File: config.mk
export PLATFORM = sky130hd
export DESIGN_NAME = preset_down_counter
export DESIGN_NICKNAME = d
export VERILOG_FILES = /design/src/rtl/pdc_pkg.sv /design/src/rtl/pdc_edge.sv /design/src/rtl/pdc_clr_qual.sv /design/src/rtl/pdc_pv_core.sv /design/src/rtl/pdc_out_shaper.sv /design/src/rtl/preset_down_counter.sv
export SDC_FILE = /design/constraint.sdc
export NUM_CORES = 1
export LEC_CHECK = 0
export ABC_AREA = 1
export BUFFER_PORTS_ARGS = -buffer_cell sky130_fd_sc_hd__buf_2
export CAP_MARGIN = 5
export CORE_MARGIN = 8
export CORE_UTILIZATION = 45
export DETAILED_ROUTE_END_ITERATION = 7
export PLACE_DENSITY = 0.71
export SYNTH_ARGS = -nofsm -noshare
export SYNTH_HDL_FRONTEND = slang
export SYNTH_SLANG_ARGS = --single-unit
File: constraint.sdc
create_clock -name clk -period 2.77 [get_ports clk]
set_clock_uncertainty 0.1 [all_clocks]
set_input_delay 0 -clock clk [delete_from_list [all_inputs] [get_ports clk]]
set_output_delay 0 -clock clk [all_outputs]
set_load 0.01 [all_outputs]
File: src/rtl/pdc_pkg.sv
package pdc_pkg;

    typedef enum logic [1:0] {
        OS_OFF   = 2'd0,
        OS_TIMED = 2'd1,
        OS_HELD  = 2'd2
    } out_state_e;

    typedef struct packed {
        logic count;
        logic clear;
        logic zero;
    } pdc_evt_t;

    function automatic logic rise_of(input logic now_v, input logic prev_v);
        return now_v & ~prev_v;
    endfunction

endpackage

File: src/rtl/pdc_edge.sv
module pdc_edge
    import pdc_pkg::*;
(
    input  logic clk,
    input  logic rst,
    input  logic sig_in,
    output logic rise
);
    logic prev_q;

    always_ff @(posedge clk) begin
        if (rst) prev_q <= 1'b0;
        else     prev_q <= sig_in;
    end

    assign rise = rise_of(sig_in, prev_q);
endmodule

File: src/rtl/pdc_clr_qual.sv
module pdc_clr_qual #(
    parameter int CW_W = 4
) (
    input  logic            clk,
    input  logic            rst,
    input  logic            clr_in,
    input  logic [CW_W-1:0] min_len,
    output logic            clr_evt
);
    localparam logic [CW_W-1:0] HCNT_MAX = '1;

    logic [CW_W-1:0] hcnt_q;
    logic            done_q;
    logic [CW_W:0]   seen;
    logic [CW_W:0]   need;

    assign seen    = {1'b0, hcnt_q} + 1'b1;
    assign need    = (min_len == '0) ? (CW_W+1)'(1) : {1'b0, min_len};
    assign clr_evt = clr_in && !done_q && (seen >= need);

    always_ff @(posedge clk) begin
        if (rst || !clr_in) begin
            hcnt_q <= '0;
            done_q <= 1'b0;
        end else begin
            if (hcnt_q != HCNT_MAX) hcnt_q <= hcnt_q + 1'b1;
            if (clr_evt)            done_q <= 1'b1;
        end
    end
endmodule

File: src/rtl/pdc_pv_core.sv
module pdc_pv_core #(
    parameter int SV_W = 8,
    localparam int PV_W = SV_W + 1
) (
    input  logic                   clk,
    input  logic                   rst,
    input  logic                   cnt_evt,
    input  logic                   clr_evt,
    input  logic [SV_W-1:0]        preset,
    output logic signed [PV_W-1:0] pv,
    output logic                   zero_evt
);
    localparam logic signed [PV_W-1:0] PV_MIN = {1'b1, {SV_W{1'b0}}};
    localparam logic signed [PV_W-1:0] PV_ONE = PV_W'(1);

    logic signed [PV_W-1:0] pv_q;

    always_ff @(posedge clk) begin
        if (rst || clr_evt) begin
            pv_q <= signed'({1'b0, preset});
        end else if (cnt_evt && (pv_q != PV_MIN)) begin
            pv_q <= pv_q - PV_ONE;
        end
    end

    assign zero_evt = cnt_evt && !clr_evt && (pv_q == PV_ONE);
    assign pv       = pv_q;
endmodule

File: src/rtl/pdc_out_shaper.sv
module pdc_out_shaper
    import pdc_pkg::*;
#(
    parameter int PW_W = 8
) (
    input  logic            clk,
    input  logic            rst,
    input  pdc_evt_t        evt,
    input  logic            tick_en,
    input  logic            latch_mode,
    input  logic [PW_W-1:0] pulse_len,
    output logic            out_on
);
    out_state_e      st_q;
    logic [PW_W-1:0] rem_q;

    always_ff @(posedge clk) begin
        if (rst || evt.clear) begin
            st_q  <= OS_OFF;
            rem_q <= '0;
        end else if (evt.zero) begin
            if (latch_mode || pulse_len == '0) begin
                st_q <= OS_HELD;
            end else begin
                st_q  <= OS_TIMED;
                rem_q <= pulse_len;
            end
        end else if (st_q == OS_TIMED && tick_en) begin
            if (rem_q <= PW_W'(1)) st_q <= OS_OFF;
            else                   rem_q <= rem_q - 1'b1;
        end
    end

    assign out_on = (st_q != OS_OFF);
endmodule

File: src/rtl/preset_down_counter.sv
module preset_down_counter
    import pdc_pkg::*;
#(
    parameter int SV_W = 8,
    parameter int PW_W = 8,
    parameter int CW_W = 4,
    localparam int PV_W = SV_W + 1
) (
    input  logic                   clk,
    input  logic                   rst,
    input  logic                   tick_en,
    input  logic                   cnt_in,
    input  logic                   clr_in,
    input  logic [SV_W-1:0]        preset_val,
    input  logic                   latch_mode,
    input  logic [PW_W-1:0]        pulse_len,
    input  logic [CW_W-1:0]        clr_min_len,
    output logic signed [PV_W-1:0] pv,
    output logic                   out_on
);
    logic     cnt_rise;
    logic     clr_evt;
    logic     zero_evt;
    pdc_evt_t evt;

    pdc_edge u_edge (
        .clk    (clk),
        .rst    (rst),
        .sig_in (cnt_in),
        .rise   (cnt_rise)
    );

    pdc_clr_qual #(.CW_W(CW_W)) u_qual (
        .clk     (clk),
        .rst     (rst),
        .clr_in  (clr_in),
        .min_len (clr_min_len),
        .clr_evt (clr_evt)
    );

    pdc_pv_core #(.SV_W(SV_W)) u_core (
        .clk      (clk),
        .rst      (rst),
        .cnt_evt  (evt.count),
        .clr_evt  (clr_evt),
        .preset   (preset_val),
        .pv       (pv),
        .zero_evt (zero_evt)
    );

    always_comb begin
        evt.count = cnt_rise && !clr_in;
        evt.clear = clr_evt;
        evt.zero  = zero_evt;
    end

    pdc_out_shaper #(.PW_W(PW_W)) u_out (
        .clk        (clk),
        .rst        (rst),
        .evt        (evt),
        .tick_en    (tick_en),
        .latch_mode (latch_mode),
        .pulse_len  (pulse_len),
        .out_on     (out_on)
    );
endmodule

; ---- Word-level counts from Yosys, hierarchy flattened
; Cells that the tools add are included.
[word_totals]
regBits = 25
out_inout_bits = 10
[classes]
n_reduce_logical = 21
bitwise = 2
addsub = 4
magnitude_cmp = 2
n_mux = 11
eq_ne = 6
[ops]
columns = op, n
row1 = $mux 8, 6
row2 = $eq 9x2->1 const B, 1
row3 = $ne 9x9->1 const B, 1
row4 = $sub 9x2->9 const B, 1
row5 = $le 8x1->1 const B, 1
row6 = $logic_not 8->1, 1
row7 = $mux 2, 4
row8 = $reduce_bool 2->1, 4
row9 = $sub 8x1->8 const B, 1
row10 = $logic_and 1x1->1, 7
row11 = $add 4x1->5 const B, 1
row12 = $ge 5x5->1, 1
row13 = $add 4x1->4 const B, 1
row14 = $logic_not 4->1, 1
row15 = $mux 4, 1
row16 = $ne 2x2->1 const B, 2
row17 = $ne 4x4->1 const B, 1
row18 = $logic_not 1->1, 3
row19 = $logic_or 1x1->1, 3
row20 = $reduce_and 3->1, 1
row21 = $eq 2x1->1 const B, 1
row22 = $reduce_and 2->1, 1
row23 = $and 1x1->1, 1
row24 = $not 1->1, 1

; ---- Longest topological paths before layout
[depth]
ltp_word = 9
mapped_depth = 14
depth_no_buf = 13

; ---- By module
; Synthesis repeated with hierarchy kept, for this count alone.
[unflattened]
hier_cells = 246
area_unflattened_um2 = 1720.4
[by_module_without_submodules]
columns = mod, area_each_um2, cells_per_inst, n_inst
row1 = pdc_out_shaper, 691.9, 114, 1
row2 = pdc_pv_core, 614.3, 78, 1
row3 = pdc_clr_qual, 372.9, 48, 1
row4 = pdc_edge, 31.3, 4, 1
row5 = preset_down_counter, 10.0, 2, 1

; ---- Worst setup path before layout
; OpenSTA, ideal clock, no wires.
[synth_timing]
path_kind = register -> register
start = register u_qual.hcnt_q[0]
end = register u_core.pv_q[0] (netlist: u_core.pv[0]) (enable)
setup_slack_ns = 0.337
setup_ns = 0.356
n_path_buf = 1
t_arrival_ns = 1.977
path_stages_with_launch = 11
synth_period_minus_slack_ns = 2.433
path_cell_list = dfxtp_1 ha_1 xor2_1 ha_1 a21oi_1 nand2_1 nand2_1 nand2_1 a21oi_1 buf_2 o21ai_0
[synth_between]
elab_chain_cells = 5
[synth_lines]
columns = element, line_no
row1 = start: declaration, pdc_clr_qual.sv:12  ; logic [CW_W-1:0] hcnt_q;
row2 = start signal: assignment, pdc_clr_qual.sv:26  ; if (hcnt_q != HCNT_MAX) hcnt_q <= hcnt_q + 1'b1;
row3 = $add 4x1->5, pdc_clr_qual.sv:17  ; assign seen = {1'b0, hcnt_q} + 1'b1;
row4 = named net u_qual.seen[2], pdc_clr_qual.sv:14  ; logic [CW_W:0] seen;
row5 = $ge 5x5->1, pdc_clr_qual.sv:19  ; assign clr_evt = clr_in && !done_q && (seen >= need);
row6 = $logic_and 1x1->1, pdc_clr_qual.sv:19
row7 = $logic_or 1x1->1, pdc_pv_core.sv:19  ; if (rst || clr_evt) begin
row8 = $reduce_bool 2->1 (no source line), -
row9 = end signal: assignment, pdc_pv_core.sv:20  ; pv_q <= signed'({1'b0, preset});
row10 = end signal: assignment, pdc_pv_core.sv:22  ; pv_q <= pv_q - PV_ONE;
row11 = end: declaration, pdc_pv_core.sv:16  ; logic signed [PV_W-1:0] pv_q;
; The timed path passes the listed nets, and every way through them passes these cells.
; A chain may end at the register's enable or synchronous reset.

; ---- Worst setup path in the final report
[layout_timing]
start = register u_qual.hcnt_q[0]
end = register u_core.pv_q[4] (netlist: u_core.pv[4]) (enable)
; Same word-level chain as after synthesis.

==> metrics.md <==
| Metric | Value |
|---|---|
| Status | complete, no violations |
| Avg WL per Cell | 10.9 µm |
| Relative slew slack | 28.6% |
| Tot GR Track Use | 13.1% |
| Final Max Tran Viols | 0 |
| # IOs | 36 |
| Ranking of synthesized cells by area | dfxtp_1, nand2_1, edfxtp_1 |
| Synth warn | 0 |
| Netlist Area Pre-Place | 1700 µm² |
| Iteration-0 DRC Markers | 83 |
| Max Cap Viol | 0 |
| Min Tclk post-route | 2.51 ns |
| CTS max path bufs | 2 |
| VDD IR max | 0.000207 V |
| Seq cells post-synth | 25 |
| Number of fill cells | 348 |
| H-tree depth | 1 |
| Overflow after GRT | 0 |
| Met3 routed WL | 193 µm |
| Post-CTS Hold Fix Bufs | 17 |
| Cts bufs inserted | 3 |
| Share of cells above drive strength 1 | 17.5% |
| Count of cell types in the netlist | 27 |
| Die area | 6010 µm² |
| # diodes | 0 |
| Vias per cell | 4.63 |
| FMAX | 399 MHz |
| CP Capture Type | flop |
| Final worst-path cycle share | 90.5% |
| Area Overhead vs Synth | 25.4% |
| Largest net degree at the start of global routing | 17 |
| Slowest CP cell | dfxtp_1 |
| Final GP Congestion | 0.836 |
| Setup TNS | 0 ns |
| CTS tree | built |
| Share of the synthesized area in the top cell type | 20.0% |
| Core area | 3660 µm² |
| Post-Syn Nets | 291 |
| Pre-antenna DRT Iters | 4 |
| Max Used Layer | met4 |
| DP Worst Slack | 0.286 ns |
| Setup Buffers After CTS | 0 |
| Post-detailed-routing wire length | 3.89 mm |
| Critical path class | reg2reg |
| CP arrival | 2.30 ns |
| First-pass GRT wire length | 6.73 mm |
| RSZ-0062 raised after global routing | no |
| Worst slew pin tran | 1.06 ns |
| Via count | 1652 |
| Vias in the first global route | 1528 |
| Initial antenna violation count | 0 |
| Area leader, netlist | dfxtp_1 |
| Synth Area per Inst | 6.65 µm² |
| Final ANT Viol Nets | 0 |
| Metal-1 WL | 1.89 mm |
| Most common cell on crit path | nand2_1 |
| Min-Delay Path Class | in2reg |
| Site row count | 22 |
| DRC | 0 |
| Clock Root Buffer | clkbuf_8 |
| PD cells | 390 nW/µm² |
| Max FO, Critical Path | 8 |
| Setup ws final | 0.264 ns |
| WP data required | 2.57 ns |
| CP peak stage delay | 0.40 ns |
| NumNets Final | 345 |
| Final hold violation count | 0 |
| Post-synthesis sequential area ratio | 34.1% |
| Leakage | 1.09 nW |
| Clock Latency Late Sink | 0.27 ns |
| IO buf count | 35 |
| Die Span X | 77.5 µm |
| Met2 WL | 1.74 mm |
| Detailed Place HPWL | 2.89 mm |
| Fin Hold WS | 0.0230 ns |
| Initial Util | 46.5% |
| Startpoint Class | flop |
| Post-CTS sizing | 0 |
| Die H | 77.5 µm |
| Worst-path clk slew | 0.09 ns |
| Clock sinks | 25 |
| CP Cell Sequence | ha_1 > xor2_1 > ha_1 > a21oi_1 > nand2_1 > nand2_1 > nand2_1 > a21oi_1 > o21ai_0 |
| Final setup viols | 0 |
| Synth Instances | 256 |
==> synthesized netlist by cell type <==
| master | count |
|---|---|
| nand2_1 | 78 |
| nor2_1 | 43 |
| inv_1 | 32 |
| dfxtp_1 | 17 |
| o21ai_0 | 13 |
| nand3_1 | 11 |
| ha_1 | 9 |
| a21oi_1 | 8 |
| edfxtp_1 | 8 |
| xor2_1 | 6 |
| nand2_2 | 4 |
| nand4_1 | 3 |
| nor2_4 | 3 |
| nor3_1 | 3 |
| xnor2_1 | 3 |
| buf_2 | 2 |
| inv_2 | 2 |
| o21ai_1 | 2 |
| a31o_2 | 1 |
| and2_1 | 1 |
| buf_4 | 1 |
| buf_6 | 1 |
| nand2_4 | 1 |
| nand3_2 | 1 |
| nor2_2 | 1 |
| o21bai_1 | 1 |
| or2_2 | 1 |
==> worst paths after layout <==
| kind | from | end | slack, ns | cells after the start |
|---|---|---|---|---|
| max reg2reg | u_qual.hcnt_q[0]$_SDFFE_PP0N_ | u_core.pv[4]$_DFFE_PP_ | 0.26 | 9 |
| min reg2reg | u_qual.hcnt_q[1]$_SDFFE_PP0N_ | u_qual.hcnt_q[1]$_SDFFE_PP0N_ | 0.38 | 2 |
| max | u_qual.hcnt_q[0]$_SDFFE_PP0N_ | u_core.pv[4]$_DFFE_PP_ | 0.26 | 9 |
| min | clr_in | u_core.pv[8]$_SDFFE_PP0P_ | 0.02 | 4 |
==> state kept, by name, indices dropped and copies added (netlist names) <==
signal and flops:
u_qual.hcnt_q 4, u_core.pv 9, u_out.st_q 2, u_out.rem_q 8
u_edge.prev_q 1, u_qual.done_q 1
==> final cells by class <==
class	instances	area (µm²)	share of cell area, %
Multi-Input combinational cell	193	965	45.2
Sequential cell	25	581	27.2
Timing Repair Buffer	53	353	16.5
Inverter	34	128	5.98
Tap cell	48	60.1	2.81
Clock buffer	3	41.3	1.93
Clock inverter	1	7.51	0.352
==> stage by stage <==
step	cells	cell area, µm²	util [%]	total power (W)
2_1_floorplan	256	1700	-	0.000536
3_5_place_dp	336	1920	52.3	0.000596
4_1_cts	357	2130	58.3	0.000840
6_report	357	2130	58.3	0.000832
3_3_place_gp	336	1920	52.3	0.000593
5_1_grt	357	2130	58.3	0.000881
==> placed cells by master, fill, tap and decap left out, types with 4 or more instances in the layout <==
cell / synthesis / routed
a21oi_1: 8 / 8
nand3_1: 11 / 11
inv_1: 32 / 32
xor2_1: 6 / 6
ha_1: 9 / 9
dfxtp_1: 17 / 17
buf_2: 2 / 35
dlygate4sd3_1: 0 / 17
nand2_1: 78 / 78
nor2_1: 43 / 43
edfxtp_1: 8 / 8
o21ai_0: 13 / 13
nand2_2: 4 / 4
==> layer usage <==
layer	GRT usage [%]	vias to the layer above
li1	-	898
met1	16.1	716
met2	21.3	32
met3	2.76	6
met4	6.23	0
met5	0	-
==> cells by family after synthesis <==
group	Yosys count	synth area share, %
xor+xnor	9	4.63
buf+inv	38	9.19
simple gates	150	37.7
flops	25	34.1
fa+ha+maj	9	6.62
compound gates	25	7.72
==> worst max-delay path: cells and delay by family (launching register included) <==
family	cells	cell delay, ns
compound gates	3	0.72
fa+ha+maj	2	0.49
simple gates	3	0.18
flops	1	0.40
xor+xnor	1	0.23
==> power by group <==
part	switching (W)	internal, W	leakage [nW]
combinational	0.0000986	0.0000812	0.850
clock	0.000124	0.000102	0.0217
sequential	0.0000222	0.000404	0.219
(Power assumes the default switching activity.)
